[config.mk]
export PLATFORM = sky130hd
export DESIGN_NAME = nvstore_ctrl
export DESIGN_NICKNAME = d
export VERILOG_FILES = /design/src/rtl/nvs_pkg.sv /design/src/rtl/nvs_req_filter.sv /design/src/rtl/nvs_mode_decode.sv /design/src/rtl/nvs_seq.sv /design/src/rtl/nvs_access_gate.sv /design/src/rtl/nvstore_ctrl.sv
export SDC_FILE = /design/constraint.sdc
export NUM_CORES = 1
export LEC_CHECK = 0
export CAP_MARGIN = 10
export CORE_UTILIZATION = 34
export DETAILED_ROUTE_END_ITERATION = 8
export DONT_BUFFER_PORTS = 1
export GPL_ROUTABILITY_DRIVEN = 0
export GPL_TIMING_DRIVEN = 0
export RECOVER_POWER = 25
export SYNTH_ARGS = -nofsm -noshare
export SYNTH_HDL_FRONTEND = slang
export SYNTH_SLANG_ARGS = --single-unit
[constraint.sdc]
create_clock -name clk -period 1.9 [get_ports clk]
set_clock_uncertainty 0.15 [all_clocks]
set_input_delay 0.095 -clock clk [delete_from_list [all_inputs] [get_ports clk]]
set_output_delay 0.095 -clock clk [all_outputs]
set_load 0.05 [all_outputs]
[src/rtl/nvs_pkg.sv]
// Package: shared state and mode encodings for the nonvolatile store controller.
// Assumes: nothing beyond standard SystemVerilog enums.
package nvs_pkg;

    typedef enum logic [2:0] {
        ST_IDLE    = 3'd0,
        ST_GRACE   = 3'd1,
        ST_STORE   = 3'd2,
        ST_INHIBIT = 3'd3,
        ST_RECOVER = 3'd4
    } nvs_state_e;

    typedef enum logic [1:0] {
        MODE_DESEL = 2'd0,
        MODE_READ  = 2'd1,
        MODE_WRITE = 2'd2,
        MODE_STORE = 2'd3
    } nvs_mode_e;

endpackage

[src/rtl/nvs_req_filter.sv]
// Module: two-flop synchronizer and minimum pulse-width qualifier for the
// active-low store request pin.
// Assumes: pin is asynchronous; MIN_PULSE_CYC >= 1. req_qual stays high while
// the synchronized pin has been low for at least MIN_PULSE_CYC cycles.
module nvs_req_filter #(
    parameter int MIN_PULSE_CYC = 4
) (
    input  logic clk,
    input  logic rst_n,
    input  logic pin_n,
    output logic req_low,
    output logic req_qual
);
    localparam int LC_W = (MIN_PULSE_CYC < 2) ? 1 : $clog2(MIN_PULSE_CYC + 1);
    localparam logic [LC_W-1:0] LC_TOP = LC_W'(MIN_PULSE_CYC - 1);

    logic       sync1_q;
    logic       sync2_q;
    logic [LC_W-1:0] low_cnt_q;

    // Purpose: resynchronize the pin and count consecutive low cycles.
    always_ff @(posedge clk) begin
        if (!rst_n) begin
            sync1_q   <= 1'b1;
            sync2_q   <= 1'b1;
            low_cnt_q <= '0;
        end else begin
            sync1_q <= pin_n;
            sync2_q <= sync1_q;
            if (sync2_q) begin
                low_cnt_q <= '0;
            end else if (low_cnt_q != LC_TOP) begin
                low_cnt_q <= low_cnt_q + 1'b1;
            end
        end
    end

    // Purpose: expose synchronized level and qualified request.
    always_comb begin
        req_low  = ~sync2_q;
        req_qual = ~sync2_q && (low_cnt_q == LC_TOP);
    end

    AST_QUAL_IS_LOW: assert property (@(posedge clk) disable iff (!rst_n)
        req_qual |-> $past(~sync1_q)) else $error("qualified without low pin");

endmodule

[src/rtl/nvs_mode_decode.sv]
// Module: combinational decode of chip enable, write enable and synchronized
// store level into the operating mode.
// Assumes: store_low is already synchronized; store has priority over all.
module nvs_mode_decode (
    input  logic             ce_n,
    input  logic             we_n,
    input  logic             store_low,
    output nvs_pkg::nvs_mode_e mode
);
    import nvs_pkg::*;

    // Purpose: priority decode with store winning over chip selects.
    always_comb begin
        if (store_low) begin
            mode = MODE_STORE;
        end else if (ce_n) begin
            mode = MODE_DESEL;
        end else if (we_n) begin
            mode = MODE_READ;
        end else begin
            mode = MODE_WRITE;
        end
    end

endmodule

[src/rtl/nvs_seq.sv]
// Module: store sequencer FSM: idle, grace, store, inhibit, recover.
// Assumes: all *_CYC >= 1; store_done is a single-cycle pulse from the store
// engine; dirty is sampled on the last grace cycle to pick store or skip.
module nvs_seq #(
    parameter int GRACE_CYC   = 250,
    parameter int STORE_CYC   = 2500000,
    parameter int RECOVER_CYC = 175
) (
    input  logic                clk,
    input  logic                rst_n,
    input  logic                req_qual,
    input  logic                req_low,
    input  logic                dirty,
    input  logic                store_done,
    output nvs_pkg::nvs_state_e state,
    output logic                store_start,
    output logic                store_end,
    output logic                busy
);
    import nvs_pkg::*;

    localparam int MAX_AB = (GRACE_CYC > RECOVER_CYC) ? GRACE_CYC : RECOVER_CYC;
    localparam int MAX_C  = (MAX_AB > STORE_CYC) ? MAX_AB : STORE_CYC;
    localparam int CW     = $clog2(MAX_C + 1);
    localparam logic [CW-1:0] GRACE_TOP   = CW'(GRACE_CYC - 1);
    localparam logic [CW-1:0] STORE_TOP   = CW'(STORE_CYC - 1);
    localparam logic [CW-1:0] RECOVER_TOP = CW'(RECOVER_CYC - 1);

    nvs_state_e      state_q;
    nvs_state_e      state_d;
    logic [CW-1:0]   cnt_q;
    logic            stored_q;

    // Purpose: next-state decision for the store sequence.
    always_comb begin
        state_d   = state_q;
        store_end = 1'b0;
        unique case (state_q)
            ST_IDLE: begin
                if (req_qual) state_d = ST_GRACE;
            end
            ST_GRACE: begin
                if (cnt_q == GRACE_TOP) state_d = dirty ? ST_STORE : ST_INHIBIT;
            end
            ST_STORE: begin
                if (store_done || (cnt_q == STORE_TOP)) begin
                    store_end = 1'b1;
                    state_d   = ST_INHIBIT;
                end
            end
            ST_INHIBIT: begin
                if (!req_low) state_d = stored_q ? ST_RECOVER : ST_IDLE;
            end
            ST_RECOVER: begin
                if (cnt_q == RECOVER_TOP) state_d = ST_IDLE;
            end
            default: state_d = ST_IDLE;
        endcase
    end

    // Purpose: state, per-state cycle counter and store-taken memory.
    always_ff @(posedge clk) begin
        if (!rst_n) begin
            state_q  <= ST_IDLE;
            cnt_q    <= '0;
            stored_q <= 1'b0;
        end else begin
            state_q <= state_d;
            if (state_d != state_q) begin
                cnt_q <= '0;
            end else if (state_q != ST_IDLE && state_q != ST_INHIBIT) begin
                cnt_q <= cnt_q + 1'b1;
            end
            if (state_q == ST_STORE && state_d == ST_INHIBIT) begin
                stored_q <= 1'b1;
            end else if (state_q == ST_GRACE && state_d == ST_INHIBIT) begin
                stored_q <= 1'b0;
            end
        end
    end

    // Purpose: drive sequencer outputs from the registered state.
    always_comb begin
        state       = state_q;
        busy        = (state_q != ST_IDLE);
        store_start = (state_q == ST_STORE) && (cnt_q == '0);
    end

    AST_QUAL_TO_BUSY: assert property (@(posedge clk) disable iff (!rst_n)
        (state_q == ST_IDLE && req_qual) |=> busy) else $error("request not taken");

    AST_START_NEEDS_DIRTY: assert property (@(posedge clk) disable iff (!rst_n)
        (state_q == ST_GRACE && cnt_q == GRACE_TOP && !dirty) |=> !store_start) else $error("store on clean array");

    AST_STORE_BOUND: assert property (@(posedge clk) disable iff (!rst_n)
        (state_q == ST_STORE) |-> (cnt_q <= STORE_TOP)) else $error("store overran limit");

    AST_INHIBIT_HOLD: assert property (@(posedge clk) disable iff (!rst_n)
        (state_q == ST_INHIBIT && req_low) |=> (state_q == ST_INHIBIT)) else $error("inhibit left early");

endmodule

[src/rtl/nvs_access_gate.sv]
// Module: gates array enable, write strobe and data drive by sequencer state.
// Assumes: a new access may only start in idle with no store request pending;
// an access already granted continues through idle and grace while ce_n low.
module nvs_access_gate (
    input  logic                clk,
    input  logic                rst_n,
    input  nvs_pkg::nvs_state_e state,
    input  logic                req_low,
    input  logic                ce_n,
    input  logic                we_n,
    input  logic                oe_n,
    output logic                sram_en,
    output logic                sram_we,
    output logic                dout_oe
);
    import nvs_pkg::*;

    logic hold_q;
    logic allow_new;
    logic allow_hold;

    // Purpose: grant rules for new and in-flight accesses.
    always_comb begin
        allow_new  = (state == ST_IDLE) && !req_low;
        allow_hold = hold_q && (state == ST_IDLE || state == ST_GRACE);
        sram_en    = !ce_n && (allow_new || allow_hold);
        sram_we    = sram_en && !we_n;
        dout_oe    = !ce_n && we_n && !oe_n && allow_new;
    end

    // Purpose: remember that an access was granted so it may finish.
    always_ff @(posedge clk) begin
        if (!rst_n) begin
            hold_q <= 1'b0;
        end else begin
            hold_q <= sram_en;
        end
    end

    AST_INHIBIT_BLOCKS: assert property (@(posedge clk) disable iff (!rst_n)
        (state == ST_STORE || state == ST_INHIBIT || state == ST_RECOVER) |-> !sram_en) else $error("access while inhibited");

    AST_GRACE_NO_NEW: assert property (@(posedge clk) disable iff (!rst_n)
        (state == ST_GRACE && !ce_n && !$past(sram_en)) |-> !sram_en) else $error("new access in grace");

endmodule

[src/rtl/nvstore_ctrl.sv]
// Module: top of the hardware-triggered nonvolatile store controller. Ties the
// request filter, mode decode, sequencer and access gate together and owns
// the dirty flag.
// Assumes: single clock; synchronous active-low reset; durations in cycles;
// BUSY_LAT_CYC >= MIN_PULSE_CYC + 2.
module nvstore_ctrl #(
    parameter int GRACE_CYC     = 250,
    parameter int STORE_CYC     = 2500000,
    parameter int RECOVER_CYC   = 175,
    parameter int MIN_PULSE_CYC = 4,
    parameter int BUSY_LAT_CYC  = 75
) (
    input  logic       clk,
    input  logic       rst_n,
    input  logic       ce_n,
    input  logic       we_n,
    input  logic       oe_n,
    input  logic       store_req_n,
    input  logic       store_done,
    input  logic       recall_done,
    output logic [1:0] mode,
    output logic       sram_en,
    output logic       sram_we,
    output logic       dout_oe,
    output logic       store_start,
    output logic       busy_pd,
    output logic       sram_inhibit,
    output logic       dirty
);
    import nvs_pkg::*;

    localparam int LAT_W = $clog2(BUSY_LAT_CYC + 2);

    logic       req_low;
    logic       req_qual;
    logic       store_end;
    logic       busy;
    logic       dirty_q;
    nvs_mode_e  mode_w;
    nvs_state_e state;
    logic [LAT_W-1:0] lat_cnt_q;

    nvs_req_filter #(
        .MIN_PULSE_CYC (MIN_PULSE_CYC)
    ) u_filter (
        .clk      (clk),
        .rst_n    (rst_n),
        .pin_n    (store_req_n),
        .req_low  (req_low),
        .req_qual (req_qual)
    );

    nvs_mode_decode u_decode (
        .ce_n      (ce_n),
        .we_n      (we_n),
        .store_low (req_low),
        .mode      (mode_w)
    );

    nvs_seq #(
        .GRACE_CYC   (GRACE_CYC),
        .STORE_CYC   (STORE_CYC),
        .RECOVER_CYC (RECOVER_CYC)
    ) u_seq (
        .clk         (clk),
        .rst_n       (rst_n),
        .req_qual    (req_qual),
        .req_low     (req_low),
        .dirty       (dirty_q),
        .store_done  (store_done),
        .state       (state),
        .store_start (store_start),
        .store_end   (store_end),
        .busy        (busy)
    );

    nvs_access_gate u_gate (
        .clk     (clk),
        .rst_n   (rst_n),
        .state   (state),
        .req_low (req_low),
        .ce_n    (ce_n),
        .we_n    (we_n),
        .oe_n    (oe_n),
        .sram_en (sram_en),
        .sram_we (sram_we),
        .dout_oe (dout_oe)
    );

    // Purpose: dirty flag; clears on store end or recall, a write wins.
    always_ff @(posedge clk) begin
        if (!rst_n) begin
            dirty_q <= 1'b0;
        end else if (sram_we) begin
            dirty_q <= 1'b1;
        end else if (store_end || recall_done) begin
            dirty_q <= 1'b0;
        end
    end

    // Purpose: measure cycles a synchronized request waits in idle.
    always_ff @(posedge clk) begin
        if (!rst_n) begin
            lat_cnt_q <= '0;
        end else if (req_low && state == ST_IDLE) begin
            if (lat_cnt_q != LAT_W'(BUSY_LAT_CYC + 1)) lat_cnt_q <= lat_cnt_q + 1'b1;
        end else begin
            lat_cnt_q <= '0;
        end
    end

    // Purpose: drive top-level outputs.
    always_comb begin
        mode         = mode_w;
        busy_pd      = busy;
        sram_inhibit = busy;
        dirty        = dirty_q;
    end

    AST_BUSY_LAT: assert property (@(posedge clk) disable iff (!rst_n)
        lat_cnt_q < LAT_W'(BUSY_LAT_CYC)) else $error("busy latency exceeded");

    AST_STORE_NO_DRIVE: assert property (@(posedge clk) disable iff (!rst_n)
        (mode_w == MODE_STORE) |-> !dout_oe) else $error("bus driven in store mode");

    AST_DIRTY_CLEARS: assert property (@(posedge clk) disable iff (!rst_n)
        (store_end && !sram_we) |=> !dirty_q) else $error("dirty kept after store");

    AST_WRITE_SETS_DIRTY: assert property (@(posedge clk) disable iff (!rst_n)
        sram_we |=> dirty_q) else $error("write not recorded");

endmodule

# --- Word-level counts from Yosys, hierarchy flattened ---
# Index checks and enable logic that the tools add are counted.
op_classes:
  addsub: 2
  n_eq_ne: 12
  muxes: 17
  bitwise_logic: 2
  reduce_logical: 26
ops:
  columns: ["op", "count"]
  rows:
  - ["22-bit by 8-bit equality test with 1-bit output, second input constant", 2]
  - ["22-bit by 1-bit adder with 22-bit output, second input constant", 1]
  - ["22-bit equality test, second input constant", 1]
  - ["22-bit logical NOT", 1]
  - ["3-bit 2-to-1 mux", 6]
  - ["3-bit one-hot mux with 5 select lines", 1]
  - ["3-bit by 2-bit equality test with 1-bit output, second input constant", 4]
  - ["1-bit logical AND", 12]
  - ["1-bit 2-to-1 mux", 7]
  - ["2-bit 2-to-1 mux", 3]
  - ["3-bit by 2-bit inequality test with 1-bit output, second input constant", 2]
  - ["1-bit logical OR", 4]
  - ["2-bit nonzero test", 2]
  - ["2-bit OR reduction", 2]
  - ["3-bit by 1-bit adder with 3-bit output, second input constant", 1]
  - ["3-bit by 1-bit equality test with 1-bit output, second input constant", 1]
  - ["3-bit equality test, second input constant", 1]
  - ["1-bit logical NOT", 3]
  - ["3-bit logical NOT", 1]
  - ["3-bit inequality test", 1]
  - ["3-bit nonzero test", 1]
  - ["1-bit NOT", 2]
totals:
  register_bits: 33
  input_bits: 8
  out_inout_bits: 9
  wordCells: 67

# --- Logic depth before layout (Yosys ltp) ---
logic_depth:
  word_depth: 8
  ltp_mapped: 8
  depth_no_buf: 7

# --- Cells and area by module ---
# Synthesis repeated with hierarchy kept, for this count alone.
unflattened:
  hier_cells: 210
  area_unflattened_um2: 1823.0
modules_own_cells:
  columns: ["mod", "n_inst", "cells_each", "area_per_inst_um2", "seq_area_each_um2"]
  rows:
  - ["nvs_seq", 1, 176, 1475.2, 520.5]
  - ["nvs_req_filter", 1, 19, 205.2, 100.1]
  - ["nvs_access_gate", 1, 8, 76.3, 20.0]
  - ["nvstore_ctrl", 1, 4, 47.5, 20.0]
  - ["nvs_mode_decode", 1, 3, 18.8, 0.0]

# --- Least setup slack after synthesis ---
# OpenSTA, ideal clock, no wires.
synth_path:
  path_kind: "register to output"
  from: "reg u_seq.state_q[1] (netlist: u_seq.state[1])"
  to: "out dout_oe"
  arrival_time_ns: 2.788
  required_time_ns: 1.655
  setup_slack_ns: -1.133
  stages_incl_launch_ff: 4
  n_path_buf: 1
  path_cell_list: "dfxtp_1 buf_2 or3_1 nor4b_1"
synth_between:
  elab_chain_len: 3
synth_lines:
  columns: ["element", "line_no", "source"]
  rows:
  - ["start: declaration", "nvs_seq.sv:29", "nvs_state_e state_q;"]
  - ["start signal: assignment", "nvs_seq.sv:68", "state_q <= state_d;"]
  - ["3-bit logical NOT", "nvs_access_gate.sv:24", "allow_new = (state == ST_IDLE) && !req_low;"]
  - ["1-bit logical AND", "nvs_access_gate.sv:24", null]
  - ["1-bit logical AND", "nvs_access_gate.sv:28", "dout_oe = !ce_n && we_n && !oe_n && allow_new;"]
  - ["end: declaration", "nvstore_ctrl.sv:24", "output logic dout_oe,"]
# No other way between the ends.

# --- Worst setup path after layout ---
layout_path:
  from: "reg u_seq.cnt_q[16]"
  to: "out store_start"
layout_between:
  elab_chain_len: 2
layout_lines:
  columns: ["element", "line_no", "source"]
  rows:
  - ["start: declaration", "nvs_seq.sv:31", "logic [CW-1:0] cnt_q;"]
  - ["start signal: assignment", "nvs_seq.sv:72", "cnt_q <= cnt_q + 1'b1;"]
  - ["22-bit logical NOT", "nvs_seq.sv:86", "store_start = (state_q == ST_STORE) && (cnt_q == '0);"]
  - ["1-bit logical AND", "nvs_seq.sv:86", null]
  - ["end: declaration", "nvstore_ctrl.sv:25", "output logic store_start,"]
# No other way between the ends.

==> flow_summary.yaml <==
yosys:
  ys_ff_latch: 33
  syn_nets: 217
  avgSynthCellArea_um2: 8.52
  synthTopCellsByArea: "dfxtp_1 (38%), xor2_1 (10%), nor2_1 (7.4%)"
  synth_edf_count: 0
  yosysTopAreaCell: "dfxtp_1"
  synth_cell_types: 37
  yosysTopAreaCellShare_pct: 38.2
  netlist_area_um2: 1730
  ys.flop_type: "dfxtp_1"
  yosys_warnings: 0
  async_flop_share_pct: 0
  syn_inst: 203
  synth-seq-area-share_pct: 38.2
cells_and_area:
  final_common_cell: "dfxtp_1"
  diodes: 0
  fin_util_pct: 51.6
  sequential_cell_area_um2: 683
  layout_common_cells: "dfxtp_1 (21), xor2_1 (20), buf_4 (18), nor2_1 (18), nor2_2 (15)"
  multi_input_area_um2: 1260
  layout.nets: 248
  final_cells: 302
  area_growth_pct: 43.7
  fill_cells: 446
  drive_gt1_share_pct: 41.7
detailed_routing:
  highest_layer: "met4"
  drt_wl_total_um: 4270
  drc: 0
  viasPerCell: 5.29
  dr.pass1.iters: 4
  drtIter0Drc: 86
  wl_met3_um: 177
  dr_wl_met2_um: 2070
  num_vias: 1598
  drt-met1-wl_um: 1970
  wl_per_cell_um: 14.1
  antenna_left: 0
die:
  rows: 25
  die_y_um: 73.3
  core_um2: 4820
  die_x_um: 73.3
  io_pins: 17
  dieArea_um2: 5380
  start_util_pct: 35.9
placed_design:
  io_buffers: 0
  dp_slack_ns: -0.363
  placedCellCount: 271
  dpl.hpwl_um: 2590
hold_path:
  hold_class: "input port to flop"
power_and_ir_drop:
  leakagePower_nw: 0.896
  pwr-share-clk_pct: 45.0
  p_int_mw: 1.17
  p_sw_mw: 0.345
  p_sw_share_pct: 22.8
  p_comb_share_pct: 8.6
  ir_drop_mv: 0.426
  power_frac_seq_pct: 46.4
  power_density_nw_per_um2: 610
clock_tree:
  cts_sinks: 33
  htreeDepth: 2
  clock-root-buffer: "clkbuf_8"
  cts_tree: "done"
  clock_path_buffers: 2
  clk-insertion-delay-late_ns: 0.29
  numCtsBuffers: 5
  clk_pin_slew_ns: 0.07
sta:
  setup_viol: 26
  setup-tns-final_ns: -4.25
  finalHoldViolCount: 0
  fmax_ghz: 0.444
  finalCritPeriodShare_pct: 119
  maxSlewHeadroom_pct: 49.4
  worst_pin_slew_ns: 0.753
  fin_crit_ns: 2.25
  rsz0062_at_grt: "true"
  worst_slack_ns: -0.353
  slew_viol_final: 0
global_route:
  antenna_found_initial: 0
  grt_pass1_wl_um: 6620
  overflow: 0
  grt_max_degree: 11
  grt_pass1_vias: 1382
  grt_use_total_pct: 16.2
flow_run:
  maxCapViolCount: 0
worst_setup_path:
  cp_common_cell: "nor4_4"
  cp_top_family: "simple AND/OR/NAND/NOR gates"
  worstPathArrival_ns: 2.01
  crit_path_top_delay_cell: "nor4_4"
  crit_type: "flop to primary output"
  cp_cell_sequence: "nor4_4, nand4_1, nor4_4"
  cp-end-kind: "primary output"
  critPathMaxStageDelay_ns: 0.73
  critPathBufInv: 0
  cp_data_required_time_ns: 1.65
  startpoint_type: "flop"
  critPathMaxFanout: 3
run_status:
  outcome: "complete, but fails checks"
  violations: "negative setup slack"
==> routing by layer <==
| layer | global-route usage (%) | vias to the layer above |
|---|---|---|
| met5 | 0 | - |
| met4 | 6.41 | 0 |
| met3 | 3.98 | 7 |
| met2 | 26.0 | 39 |
| met1 | 20.7 | 773 |
| li1 | - | 779 |
==> state kept, by name, summed over array words and instances (netlist names) <==
signal / cells
u_filter.sync2_q: 1
u_seq.cnt_q: 22
u_filter.sync1_q: 1
u_gate.hold_q: 1
u_seq.state: 3
u_filter.low_cnt_q: 3
dirty: 1
u_seq.stored_q: 1
==> cells in the mapped netlist (all sizes together) (3+ instances only) <==
master	count
nor4	6
or3	3
or4	3
buf	8
nor2	34
nand2	12
dfxtp	33
and3	5
nand3	10
ha	6
xnor2	3
nand2b	4
xor2	20
o22ai	3
inv	7
nand4	13
a21oi	7
==> per-stage QoR <==
step / instance area (um^2) / hold WS, ns / power (mW)
after global placement: 1900 / 0.0266 / 0.812
after global routing: 2490 / 0.0285 / 1.58
after floorplan: 1820 / 0.0180 / 0.801
after CTS: 2280 / 0.0468 / 1.52
final: 2490 / 0.0321 / 1.52
after detailed placement: 1910 / 0.0306 / 0.814
==> final timing paths <==
| check | end | slack, ns | startpoint | depth (start not counted) |
|---|---|---|---|---|
| setup reg to reg | u_seq.cnt_q[14] | -0.17 | u_seq.cnt_q[1] | 9 |
| hold / removal | u_seq.state[0] | 0.03 | store_done | 4 |
| hold reg to reg | u_filter.sync2_q | 0.26 | u_filter.sync1_q | 1 |
| setup / recovery | store_start | -0.35 | u_seq.cnt_q[16] | 3 |
==> worst register-to-register path, cell delays in order, from the launching register on <==
cell,delay (ns)
dfxtp_2,0.33
inv_2,0.08
buf_6,0.11
ha_4,0.11
and4b_1,0.18
nand4_1,0.21
o31ai_2,0.32
a221o_2,0.27
buf_6,0.17
nor2_2,0.04
==> power groups by stage <==
stage                     clock [mW]  sequential, mW  combinational (mW)
after floorplan                    0           0.722              0.0790
after global placement             0           0.723              0.0888
after detailed placement           0           0.723              0.0917
after CTS                      0.697           0.704               0.121
after global routing           0.742           0.703               0.137
final                          0.683           0.703               0.130
==> logic make-up (layout without fill, tap and decap cells) <==
family	Yosys count	count (layout)	synth area share, %
AOI/OAI and AO/OA	20	20	8.68
xor gates and xnor gates	23	23	11.6
adders and majority gates	6	6	4.34
buffers and inverters	17	49	5.35
DFF	33	33	38.2
muxes	2	2	1.16
and+or+nand+nor	102	102	30.7
==> area by class of cell <==
cell class,instances,share of cell area (%)
Multi-Input combinational cell,153,50.8
Sequential cell,33,27.5
Timing Repair Buffer,27,9.56
Clock buffer,7,3.47
Tap cell,67,3.37
Buffer,7,2.72
Inverter,7,1.41
Clock inverter,1,1.21
==> timing repair <==
| action | CTS | global route |
|---|---|---|
| gates resized for setup | 34 | 42 |
| buffers inserted | 12 | 7 |
| endpoints found under the hold margin | 11 | 0 |
| hold buffers | 5 | 0 |
| pin swaps | 12 | 10 |
| setup endpoints to repair | 31 | 31 |
| cloned | 2 | 0 |
No activity file was read; power rests on OpenSTA's default activity.
